**src/rtl/pgil_pkg.sv**
```systemverilog
package pgil_pkg;
   typedef enum logic [1:0] {
      TGT_NONE  = 2'd0,
      TGT_LOCAL = 2'd1,
      TGT_LEFT  = 2'd2,
      TGT_RIGHT = 2'd3
   } tgt_e;
endpackage

```
**src/rtl/pgil_region_decode.sv**
```systemverilog
module pgil_region_decode #(
   parameter int PN_W = 20
) (
   input  logic [PN_W-1:0] page,
   input  logic [PN_W-1:0] local_pages,
   input  logic [PN_W-1:0] share_pages,
   output logic            is_local,
   output logic            is_remote,
   output logic            is_oob,
   output logic [PN_W-1:0] rem_page
);
   localparam int EXT_W = PN_W + 2;

   logic [EXT_W-1:0] page_x;
   logic [EXT_W-1:0] lim_local;
   logic [EXT_W-1:0] lim_all;

   always_comb begin
      page_x    = {2'b00, page};
      lim_local = {2'b00, local_pages};
      lim_all   = lim_local + ({2'b00, share_pages} << 1);
      is_local  = page_x < lim_local;
      is_oob    = page_x >= lim_all;
      is_remote = !is_local && !is_oob;
      rem_page  = page - local_pages;
   end

   always_comb begin
      assert_one_region_R7: assert ($countones({is_local, is_remote, is_oob}) == 1)
         else $error("region decode not exclusive");
   end
endmodule

```
**src/rtl/pgil_remote_map.sv**
```systemverilog
module pgil_remote_map #(
   parameter int PN_W             = 20,
   parameter bit STRIPE_LEFT_EVEN = 1'b1
) (
   input  logic            mode_stripe,
   input  logic [PN_W-1:0] rem_page,
   input  logic [PN_W-1:0] share_pages,
   output logic            sel_right,
   output logic [PN_W-1:0] node_page
);
   logic            lin_right;
   logic [PN_W-1:0] lin_page;
   logic            str_right;
   logic [PN_W-1:0] str_page;

   always_comb begin
      lin_right = rem_page >= share_pages;
      lin_page  = lin_right ? (rem_page - share_pages) : rem_page;
      str_page  = {1'b0, rem_page[PN_W-1:1]};
   end

   generate
      if (STRIPE_LEFT_EVEN) begin : g_even_left
         assign str_right = rem_page[0];
      end else begin : g_even_right
         assign str_right = ~rem_page[0];
      end
   endgenerate

   always_comb begin
      sel_right = mode_stripe ? str_right : lin_right;
      node_page = mode_stripe ? str_page  : lin_page;
   end
endmodule

```
**src/rtl/pgil_out_reg.sv**
```systemverilog
module pgil_out_reg #(
   parameter int ADDR_W = 32
) (
   input  logic                clk,
   input  logic                rst_n,
   input  logic                in_valid,
   input  pgil_pkg::tgt_e      in_tgt,
   input  logic [ADDR_W-1:0]   in_addr,
   input  logic                in_err,
   output logic                out_valid,
   output pgil_pkg::tgt_e      out_tgt,
   output logic [ADDR_W-1:0]   out_addr,
   output logic                out_err
);
   import pgil_pkg::*;

   always_ff @(posedge clk) begin
      if (!rst_n) begin
         out_valid <= 1'b0;
         out_tgt   <= TGT_NONE;
         out_addr  <= '0;
         out_err   <= 1'b0;
      end else begin
         out_valid <= in_valid;
         out_tgt   <= in_valid ? in_tgt : TGT_NONE;
         out_addr  <= in_valid ? in_addr : '0;
         out_err   <= in_valid && in_err;
      end
   end

   assert_latency_R2: assert property (@(posedge clk) disable iff (!rst_n)
      in_valid |=> out_valid);
   assert_idle_R2: assert property (@(posedge clk) disable iff (!rst_n)
      !in_valid |=> (!out_valid && out_tgt == TGT_NONE && !out_err));
endmodule

```
**src/rtl/remote_page_interleaver.sv**
```systemverilog
module remote_page_interleaver #(
   parameter int ADDR_W           = 32,
   parameter int PAGE_W           = 12,
   parameter bit STRIPE_LEFT_EVEN = 1'b1,
   localparam int PN_W            = ADDR_W - PAGE_W
) (
   input  logic              clk,
   input  logic              rst_n,
   input  logic              req_valid,
   input  logic [ADDR_W-1:0] req_addr,
   input  logic              mode_stripe,
   input  logic [PN_W-1:0]   cfg_local_pages,
   input  logic [PN_W-1:0]   cfg_share_pages,
   output logic              rsp_valid,
   output logic [1:0]        rsp_target,
   output logic [ADDR_W-1:0] rsp_addr,
   output logic              rsp_err
);
   import pgil_pkg::*;

   generate
      if (PAGE_W < 1 || PAGE_W >= ADDR_W - 1) begin : g_bad_page
         $error("PAGE_W must leave at least two page-number bits");
      end
   endgenerate

   logic [PN_W-1:0]   page;
   logic [PAGE_W-1:0] offset;
   logic              is_local, is_remote, is_oob;
   logic [PN_W-1:0]   rem_page;
   logic              sel_right;
   logic [PN_W-1:0]   node_page;
   tgt_e              nxt_tgt;
   logic [ADDR_W-1:0] nxt_addr;
   tgt_e              q_tgt;

   assign page   = req_addr[ADDR_W-1:PAGE_W];
   assign offset = req_addr[PAGE_W-1:0];

   pgil_region_decode #(.PN_W(PN_W)) u_region (
      .page        (page),
      .local_pages (cfg_local_pages),
      .share_pages (cfg_share_pages),
      .is_local    (is_local),
      .is_remote   (is_remote),
      .is_oob      (is_oob),
      .rem_page    (rem_page)
   );

   pgil_remote_map #(.PN_W(PN_W), .STRIPE_LEFT_EVEN(STRIPE_LEFT_EVEN)) u_map (
      .mode_stripe (mode_stripe),
      .rem_page    (rem_page),
      .share_pages (cfg_share_pages),
      .sel_right   (sel_right),
      .node_page   (node_page)
   );

   always_comb begin
      nxt_tgt  = TGT_NONE;
      nxt_addr = '0;
      if (is_local) begin
         nxt_tgt  = TGT_LOCAL;
         nxt_addr = req_addr;
      end else if (is_remote) begin
         nxt_tgt  = sel_right ? TGT_RIGHT : TGT_LEFT;
         nxt_addr = {node_page, offset};
      end
   end

   pgil_out_reg #(.ADDR_W(ADDR_W)) u_out (
      .clk       (clk),
      .rst_n     (rst_n),
      .in_valid  (req_valid),
      .in_tgt    (nxt_tgt),
      .in_addr   (nxt_addr),
      .in_err    (is_oob),
      .out_valid (rsp_valid),
      .out_tgt   (q_tgt),
      .out_addr  (rsp_addr),
      .out_err   (rsp_err)
   );

   assign rsp_target = q_tgt;

   assert_err_no_target_R7: assert property (@(posedge clk) disable iff (!rst_n)
      rsp_err |-> (rsp_target == 2'd0 && rsp_addr == '0));
   assert_capacity_R8: assert property (@(posedge clk) disable iff (!rst_n)
      (rsp_valid && rsp_target[1]) |-> (rsp_addr[ADDR_W-1:PAGE_W] < $past(cfg_share_pages)));
   assert_offset_kept_R6: assert property (@(posedge clk) disable iff (!rst_n)
      (rsp_valid && !rsp_err) |-> (rsp_addr[PAGE_W-1:0] == $past(req_addr[PAGE_W-1:0])));
   assert_local_identity_R3: assert property (@(posedge clk) disable iff (!rst_n)
      (rsp_valid && rsp_target == 2'd1) |-> (rsp_addr == $past(req_addr)));
endmodule

```
**config.mk**
```make
export PLATFORM = sky130hd
export DESIGN_NAME = remote_page_interleaver
export DESIGN_NICKNAME = d
export VERILOG_FILES = /design/src/rtl/pgil_pkg.sv /design/src/rtl/pgil_region_decode.sv /design/src/rtl/pgil_remote_map.sv /design/src/rtl/pgil_out_reg.sv /design/src/rtl/remote_page_interleaver.sv
export SDC_FILE = /design/constraint.sdc
export NUM_CORES = 1
export LEC_CHECK = 0
export ABC_AREA = 1
export BUFFER_PORTS_ARGS = -buffer_cell sky130_fd_sc_hd__buf_2
export CAP_MARGIN = 20
export CORE_UTILIZATION = 59
export DETAILED_ROUTE_END_ITERATION = 10
export HOLD_SLACK_MARGIN = 0.15
export PLACE_DENSITY = 0.85
export SLEW_MARGIN = 20
export SYNTH_ARGS = -nofsm -noshare
export SYNTH_HDL_FRONTEND = slang
export SYNTH_HIERARCHICAL = 1
export SYNTH_SLANG_ARGS = --single-unit
```
**constraint.sdc**
```tcl
create_clock -name clk -period 4.3 [get_ports clk]
set_input_delay 0.86 -clock clk [delete_from_list [all_inputs] [get_ports clk]]
set_output_delay 0.86 -clock clk [all_outputs]
set_load 0.01 [all_outputs]
```
==> results of run 1 <==
critical path, cell delays in order:
cell and delay, ns:
buf_2 0.10, inv_1 0.04, ha_1 0.37, nand2_1 0.13, nor2_1 0.18, and2_1 0.18, nand4_1 0.10, nand3_1 0.16
xor2_1 0.38, ha_1 0.34, nand2_1 0.15, o21a_1 0.14, nand2_1 0.08, nor2_2 0.17, nand2_4 0.12, buf_4 0.17
nand3_2 0.06, nand3_1 0.09, nand2_1 0.16, nand3_2 0.10, nand2_1 0.10, inv_1 0.05, nor2_1 0.08
synthesized netlist by cell type (all sizes together):
master	number	share of area, %
clkbuf	1	0.058
inv	204	12
nand3	86	8.8
nor2	123	8.2
and2	5	0.52
and3	1	0.17
a21boi	2	0.29
nor3	13	1.5
ha	78	15
nor4	3	0.61
or2	3	0.29
xor2	22	3.0
a31o	1	0.13
fa	3	0.92
nand4	11	1.1
dfxtp	36	11
o31ai	1	0.12
clkinv	1	0.058
o21ai	28	2.6
o211ai	4	0.77
buf	17	2.8
a31oi	2	0.19
o22ai	1	0.19
a21oi	73	6.1
o21bai	8	0.92
nand3b	2	0.23
a21o	2	0.23
nand2	330	20
o21a	2	0.23
xnor2	16	2.2
final cells by class:
class / count / area, µm²
clock buffers: 6 / 72.6
clock inverters: 2 / 35.0
fillers: 925 / 2980
inverters: 205 / 769
multi-input cells: 820 / 4880
flip-flops and latches: 36 / 721
well taps: 140 / 175
repair buffers: 189 / 1170
state kept, by name, summed over array words and instances (netlist names):
signal	flops
u_out/out_valid	1
u_out/out_err	1
u_out/out_addr	32
u_out/out_tgt	2
power by group through the flow:
stage               clock [µW]  sequential, µW  combinational, µW
detailed placement           0             366               1620
global placement             0             366               1590
finish                     297             358               1680
floorplan                    0             375               1140
CTS                        298             358               1630
global route               313             360               1850
cells by family after synthesis:
logic type / Yosys count
adder cells (fa/ha/maj): 81
XOR/XNOR: 38
AO/OA/AOI/OAI: 124
AND/OR/NAND/NOR: 577
buffers and inverters: 223
flip-flops: 36
metrics by stage:
stage	total power (µW)	instance area [µm²]	setup slack, ns	cells	TNS [ns]
floorplan	1520	6520	0.335	1079	0
detailed placement	1980	7650	-0.167	1390	-3.58
global route	2520	7820	-0.120	1398	-0.352
CTS	2290	7760	0.103	1398	0
global placement	1960	7650	-0.0399	1390	-0.114
finish	2340	7820	0.199	1398	0
layer usage:
metal,part of all wire [%],GRT usage (%)
met5,0,0
met3,5.3,2.37
met4,4.1,15.4
met2,50,66.4
met1,41,44.1
repair_timing:
action                                  CTS  global route
hold buffers                              0             0
endpoints found under the setup margin    0            34
resized for setup                         0            11
path summary, 6_finish.rpt:
kind	from	endpoint	slack (ns)	cells after the start
max	cfg_local_pages[16]	u_out/out_addr[25]	0.20	23
min	req_addr[4]	u_out/out_addr[4]	0.87	5
==> summary.md, run 1 <==
| Metric | Value |
|---|---|
| Clock root cell | clkbuf_8 |
| Nature of the critical path endpoint | flip-flop |
| Nets | 1414 |
| Bufs on Longest Clock Path | 2 |
| Initial antenna violation count | 0 |
| WHS | about 0.87 ns |
| Combinational share of power | 72.0% |
| Max-Cap Viols | 0 |
| GPL Wtd Cong | 0.997 |
| Largest net degree at the start of global routing | 37 |
| Die Footprint | between 10000 and 15000 µm² |
| DIE WIDTH | between 100 and 150 µm |
| First-pass GRT wire length | between 30000 and 40000 µm |
| Util after Layout | 72.4% |
| Synthesized area per cell | approximately 6.0 µm² |
| Row count | 38 |
| Placed wire-length estimate | 18000 µm |
| Sequential fraction of the synthesis area | about 11% |
| Commonest non-fill, non-tap cell in the layout | nand2_1 |
| Worst vdd ir | approximately 0.2 mV |
| Fmax | approximately 240 MHz |
| Synth Area in XOR/XNOR | between 5 and 6% |
| Net Sw Power | about 1200 µW |
| #FFs+latches synth | 36 |
| CTS Sinks | 36 |
| Post-DR wirelength/cell | roughly 15 µm |
| Critical Path Fanout Max | 8 |
| Post-Synth Adder-Cell Area | around 16% |
| Cell count after synthesis | about 1.1k |
| Initial drt markers | roughly 750 |
| # Post-CTS Setup Buffers | 0 |
| Diode count | 0 |
| Net Count, Synth | approximately 1.2k |
| Finish-stage setup viols | 0 |
| Via count | ~7.5k |
| Cell-internal power | 1180 µW |
| Synth Area in Simple Gates | ~41% |
| Fin. Hold Viols | 0 |
| Actual slew at the worst max-slew pin | 0.808 ns |
| Netlist cell types | 48 |
| Synthesis-to-finish area growth | 20.0% |
| Count of input and output buffers | about 110 |
| Boundary pin count | between 100 and 150 |
| GRT Total Usage | a little over a third |
| Worst Hold Class | in2reg |
| Post-DRT Antenna Nets | 0 |
| Die Y | between 100 and 150 µm |
| Arr. time, crit path | 4.33 ns |
| Synth Warn # | 6 |
| Status | completed |
| GR Overflow Total | 0 |
| Number of global-route vias before repair | between 7k and 8k |
| Post-synthesis mux area share | 0% |
| Power share of the sequential group | approximately 15% |
| Rel. slew slack | roughly 46% |
| Setup CP Type | in2reg |
| Critical Path Start Type | primary input |
| First-pass iteration count of the detailed router | 6 |
| Core Region | approximately 11000 µm² |
| Minimum clock period | between 4 and 5 ns |
| Period Utilization, post-route | between 90% and 100% |
| Initial Util | just over 60% |
| Leakage power | between 0.004 and 0.005 µW |
| WP data required | roughly 4.5 ns |
| Most frequent cells in the layout | nand2_1, inv_1, buf_2 |
| Clock Power Share | 12.7% |
| Layout cells sized above 1 | 25.4% |
| TritonCTS Buffers | 5 |
| Post-route DRC | 0 |
| Max-slew violations | 0 |
| Sw Share | between 40 and 50% |
| WL final | 21100 µm |
| Vias/cell | roughly 5.4 |
| Pwr Density | approximately 300 nW/µm² |
| Main combinational cell family by area after synthesis | simple AND/OR/NAND/NOR gates |
| Post-Syn Area | around 6500 µm² |
| Synth Area in Compound Gates | 11.8% |
| Worst-path clk slew | 0.08 ns |
| Htree depth | 2 |
| CTS tree | done |
(Power assumes the default switching activity.)
==> run 2, diff against run 1 <==
ABC_AREA = default   (was 1)
CORE_UTILIZATION = 57   (was 59)
==> run 2 against run 1 <==
The run now fails in global routing (5_1_grt). Area after synthesis is 16% lower. Synthesized cell count down 35%.
==> summary.md, run 2 <==
| Metric | Value |
|---|---|
| Hold Buf Count CTS | 0 (unchanged) |
| Worst_ep kind | sequential cell input |
| GR Overflow Total | 17 |
| #FFs+latches synth | 36 (unchanged) |
| Async S/R FF share, synth | 0% (unchanged) |
| Netlist cell types | 74 (was 48) |
| Worst setup endpoint GRT | u_out/out_addr[17]$_SDFF_PN0_/D |
| Count of input and output buffers | 111 (unchanged) |
| Placed cell areas | 7550 µm² (was 7650 µm²) |
| Placed wire-length estimate | 16600 µm (was 18000 µm) |
| Post-Syn Area | 5450 µm² (was 6510 µm²) |
| Stop stage | global routing (5_1_grt) |
| Row count | 35 (was 38) |
| Top-count cell post-synth | ha_1 (was nand2_1) |
| Largest net degree at the start of global routing | 50 |
| Bufs on Longest Clock Path | 2 (unchanged) |
| Htree depth | 2 (unchanged) |
| DIE WIDTH | 99.8 µm (was 107 µm) |
| Commonest cells post-synth | ha_1, inv_1, nand2_1, a21oi_1, nor2_1 (was nand2_1, inv_1, nor2_1, ha_1, a21oi_1) |
| Net Count, Synth | 863 (was 1236) |
| Status | aborted with a tool error (was completed) |
| EDFF count, synth | 0 (unchanged) |
| Sequential fraction of the synthesis area | 13.2% (was 11.1%) |
| GRT Total Usage | 79.7% |
| Initial Util | 58.9% (was 60.4%) |
| Synthesized area per cell | 7.71 µm² (was 6.04 µm²) |
| CTS Sinks | 36 (unchanged) |
| Synth area leader | ha_1 (was nand2_1) |
| Cell count after synthesis | 706 (was 1079) |
| Largest cells by area after synthesis | ha_1, dfxtp_1, a21oi_1 (was nand2_1, ha_1, inv_1) |
| Synth Warn # | 6 (unchanged) |
| Ys flop type | dfxtp_1 (unchanged) |
| Die Y | 99.8 µm (was 107 µm) |
| Boundary pin count | 112 (unchanged) |
| TritonCTS Buffers | 5 (unchanged) |
| GPL Wtd Cong | 1.09 (was 0.997) |
| Yosys top cell area share | 17.9% (was 17.6%) |
| Run Error | [ERROR GRT-0232] Routing congestion too high. Check the congestion heatmap in the GUI. |
| Clock root cell | clkbuf_8 (unchanged) |
-- run 2: cell families after synthesis --
| family | synth area share (%) |
|---|---|
| DFF | 13.2 |
| adders and majority gates | 19.0 |
| AOI/OAI and AO/OA | 28.9 |
| muxes | 0.919 |
| xor gates and xnor gates | 6.91 |
| and+or+nand+nor | 22.7 |
| buffers and inverters | 8.34 |
-- run 2: repair_timing --
action                     in CTS
pin swaps                      45
resized for setup              53
gates cloned                    1
setup buffers                  13
setup endpoints to repair      35
-- run 2: per-layer routing --
layer / GRT overflow / track usage (%)
met1: 0 / 78.9
met2: 9 / 95.0
met3: 0 / 65.0
met4: 8 / 81.0
met5: 0 / 41.5
-- run 2: metrics by stage --
step	cells	worst slack, ns	hold slack [ns]
after floorplan	706	-0.226	1.01
after global placement	1107	-0.904	1.21
after detailed placement	1107	-1.10	1.21
after CTS	1128	-0.437	0.913
==> run 3, diff against run 2 <==
CORE_UTILIZATION = 40   (was 57)
HOLD_SLACK_MARGIN = default   (was 0.15)
PLACE_DENSITY = default   (was 0.85)
PLACE_DENSITY_LB_ADDON = 0.15   (was default)
==> run 3 against run 2 <==
The flow now finishes, with violations (setup timing). Synthesized cell count unchanged. Area after synthesis unchanged.
==> summary.md, run 3 <==
| Metric | Value |
|---|---|
| Status | complete, but fails checks (was aborted with a tool error) |
| Failing checks | setup timing |
| Initial antenna violation count | 2 |
| #FFs+latches synth | 36 (unchanged) |
| Hold Buf Count CTS | 0 (unchanged) |
| Post-route DRC | 0 |
| Synth Area in XOR/XNOR | 6.91% (unchanged) |
| Most flops, register | u_out/out_addr |
| Placed wire-length estimate | 15900 µm (was 16600 µm) |
| Fmax | around 210 MHz |
| WL final | just under 20000 µm |
| Rel. slew slack | ~52% |
| TritonCTS Buffers | 5 (unchanged) |
| Post-synthesis mux area share | 0.919% (unchanged) |
| Worst-path clk slew | around 0.060 ns |
| Pwr Density | roughly 320 nW/µm² |
| Async S/R FF share, synth | 0% (unchanged) |
| CTS Sinks | 36 (unchanged) |
| First-pass GRT wire length | 30600 µm |
| Commonest cells post-synth | ha_1, inv_1, nand2_1, a21oi_1, nor2_1 (unchanged) |
| Total Power | between 2000 and 3000 µW |
| Layout cells sized above 1 | 42.2% |
| Via count | approximately 6.4k |
| RSZ-0062 raised after global routing | true |
| Final setup TNS | -12.00 ns |
| CTS tree | done |
| Post-Syn Area | 5450 µm² (unchanged) |
| Post-DR wirelength/cell | 16.6 µm |
| Leakage power | 0.00434 µW |
| Synthesized area per cell | 7.71 µm² (unchanged) |
| GPL Wtd Cong | 1.01 (was 1.09) |
| Row count | 42 (was 35) |
| GR Overflow Total | 0 |
| Die Footprint | between 10000 and 15000 µm² |
| Synthesis-to-finish area growth | 55.0% |
| Synth area leader | ha_1 (unchanged) |
| Number of global-route vias before repair | 6233 |
| Ys flop type | dfxtp_1 (unchanged) |
| Netlist cell types | 74 (unchanged) |
| Clock root cell | clkbuf_16 (was clkbuf_8) |
| Vias/cell | 5.35 |
| Largest net degree at the start of global routing | 50 |
| Nature of the critical path endpoint | flip-flop |
| Htree depth | 2 (unchanged) |
| Bufs on Longest Clock Path | 2 (unchanged) |
| Nets | 1170 |
| DIE WIDTH | 119 µm (was 99.8 µm) |
| Initial drt markers | 324 |
| Finish-stage setup viols | 34 |
| Worst vdd ir | around 0.18 mV |
| First-pass iteration count of the detailed router | 4 |
| Main combinational cell family by area after synthesis | compound AO/OA/AOI/OAI gates (unchanged) |
| Commonest non-fill, non-tap cell in the layout | buf_4 |
| Top-count cell post-synth | ha_1 (unchanged) |
| EDFF count, synth | 0 (unchanged) |
| Die Y | 119 µm (was 99.8 µm) |
| Final worst slack | -0.404 ns |
| Critical Path Start Type | primary input |
| Period Utilization, post-route | 109% |
| Synth Area in Compound Gates | 28.9% (unchanged) |
| Initial Util | 41.1% (was 58.9%) |
| Net Count, Synth | 863 (unchanged) |
| Boundary pin count | 112 (unchanged) |
| Setup CP Type | in2reg |
| Arr. time, crit path | approximately 4.9 ns |
| Most frequent cells in the layout | buf_4, buf_2, ha_1 |
| Max-slew violations | 0 |
| Max-Cap Viols | 0 |
| Largest cells by area after synthesis | ha_1, dfxtp_1, a21oi_1 (unchanged) |
| Core Region | 13200 µm² |
| Cell count after synthesis | 706 (unchanged) |
| Synth Area in Simple Gates | 22.7% (unchanged) |
| Biggest regs | u_out/out_addr x32, u_out/out_tgt x2 |
| GRT Total Usage | a little over a quarter |
| Fin. Hold Viols | 0 |
| Sequential fraction of the synthesis area | 13.2% (unchanged) |
| Synth Warn # | 6 (unchanged) |
| Actual slew at the worst max-slew pin | approximately 0.7 ns |
| Post-DRT Antenna Nets | 0 |
| Count of input and output buffers | 111 (unchanged) |
| WP data required | 4.48 ns |
| Post-Synth Adder-Cell Area | 19.0% (unchanged) |
| Yosys top cell area share | 17.9% (unchanged) |
| Worst Hold Class | in2reg |
| Minimum clock period | 4.70 ns |
| Max reg flops | 32 |
| Critical Path Fanout Max | 6 |
-- run 3: cell counts after synthesis --
Identical to the previous run, type by type.
-- run 3: repair_timing --
item                       4_1_cts  5_1_grt
buffers inserted                10        3
setup endpoints to repair       34       34
gates resized for setup         50       40
gates cloned                     0        1
pin swaps                       22       20
-- run 3: path summary, 6_finish.rpt --
path,start,end,slack (ns),cells past startpoint
setup / recovery,cfg_local_pages[1],u_out/out_addr[1],-0.40,24
hold / removal,req_addr[9],u_out/out_addr[9],0.94,3
-- run 3: critical path: stages --
cell and delay (ns):
buf_12 0.11, buf_6 0.12, ha_4 0.16, inv_2 0.05, fa_2 0.20, nor2b_2 0.05, o31a_1 0.26, o211ai_1 0.30
a41oi_2 0.24, a2111oi_4 0.36, nor3_2 0.10, xnor2_1 0.14, ha_1 0.30, nand4_1 0.10, nor2_2 0.14, a221o_1 0.16
a21oi_2 0.04, or3_1 0.34, o211a_1 0.15, buf_6 0.14, nor2_4 0.17, clkbuf_16 0.18, nor2b_1 0.04, and3_2 0.18
-- run 3: power breakdown --
group	switching, µW	internal, µW	total [µW]	leakage, µW
sequential	5.25	352	357	0.000294
clock	138	273	411	0.0000809
combinational	962	952	1910	0.00397
-- run 3: cell type report --
type	instances	area (µm²)
Multi-Input combinational cell	577	4780
Tap cell	176	220
Fill cell	1182	4800
Inverter	62	245
Sequential cell	36	721
Clock buffer	6	129
Clock inverter	2	35.0
Antenna cell	2	5.00
Timing Repair Buffer	331	2300
-- run 3: layer usage --
| metal | part of all wire [%] | GRT usage, % |
|---|---|---|
| met5 | 0 | 0 |
| met4 | 1.9 | 7.99 |
| met3 | 5.7 | 2.46 |
| met2 | 46 | 45.4 |
| met1 | 46 | 37.1 |
-- run 3: per-stage QoR --
stage               util [%]  worst slack, ns  cell area, µm²  instances  hold slack (ns)
floorplan                  -           -0.226            5610        706             1.01
global placement        58.4            -1.02            7730       1170             1.21
detailed placement      58.4            -1.09            7730       1170             1.21
CTS                     61.8           -0.371            8180       1187            0.922
global route            63.7           -0.586            8440       1192            0.948
finish                  63.7           -0.404            8440       1192            0.938
-- run 3: cells by family after synthesis --
kind of cell    after synthesis
compound gates              216
simple gates                232
fa+ha+maj                    81
mux                           5
buf+inv                      93
xor+xnor                     43
flops                        36
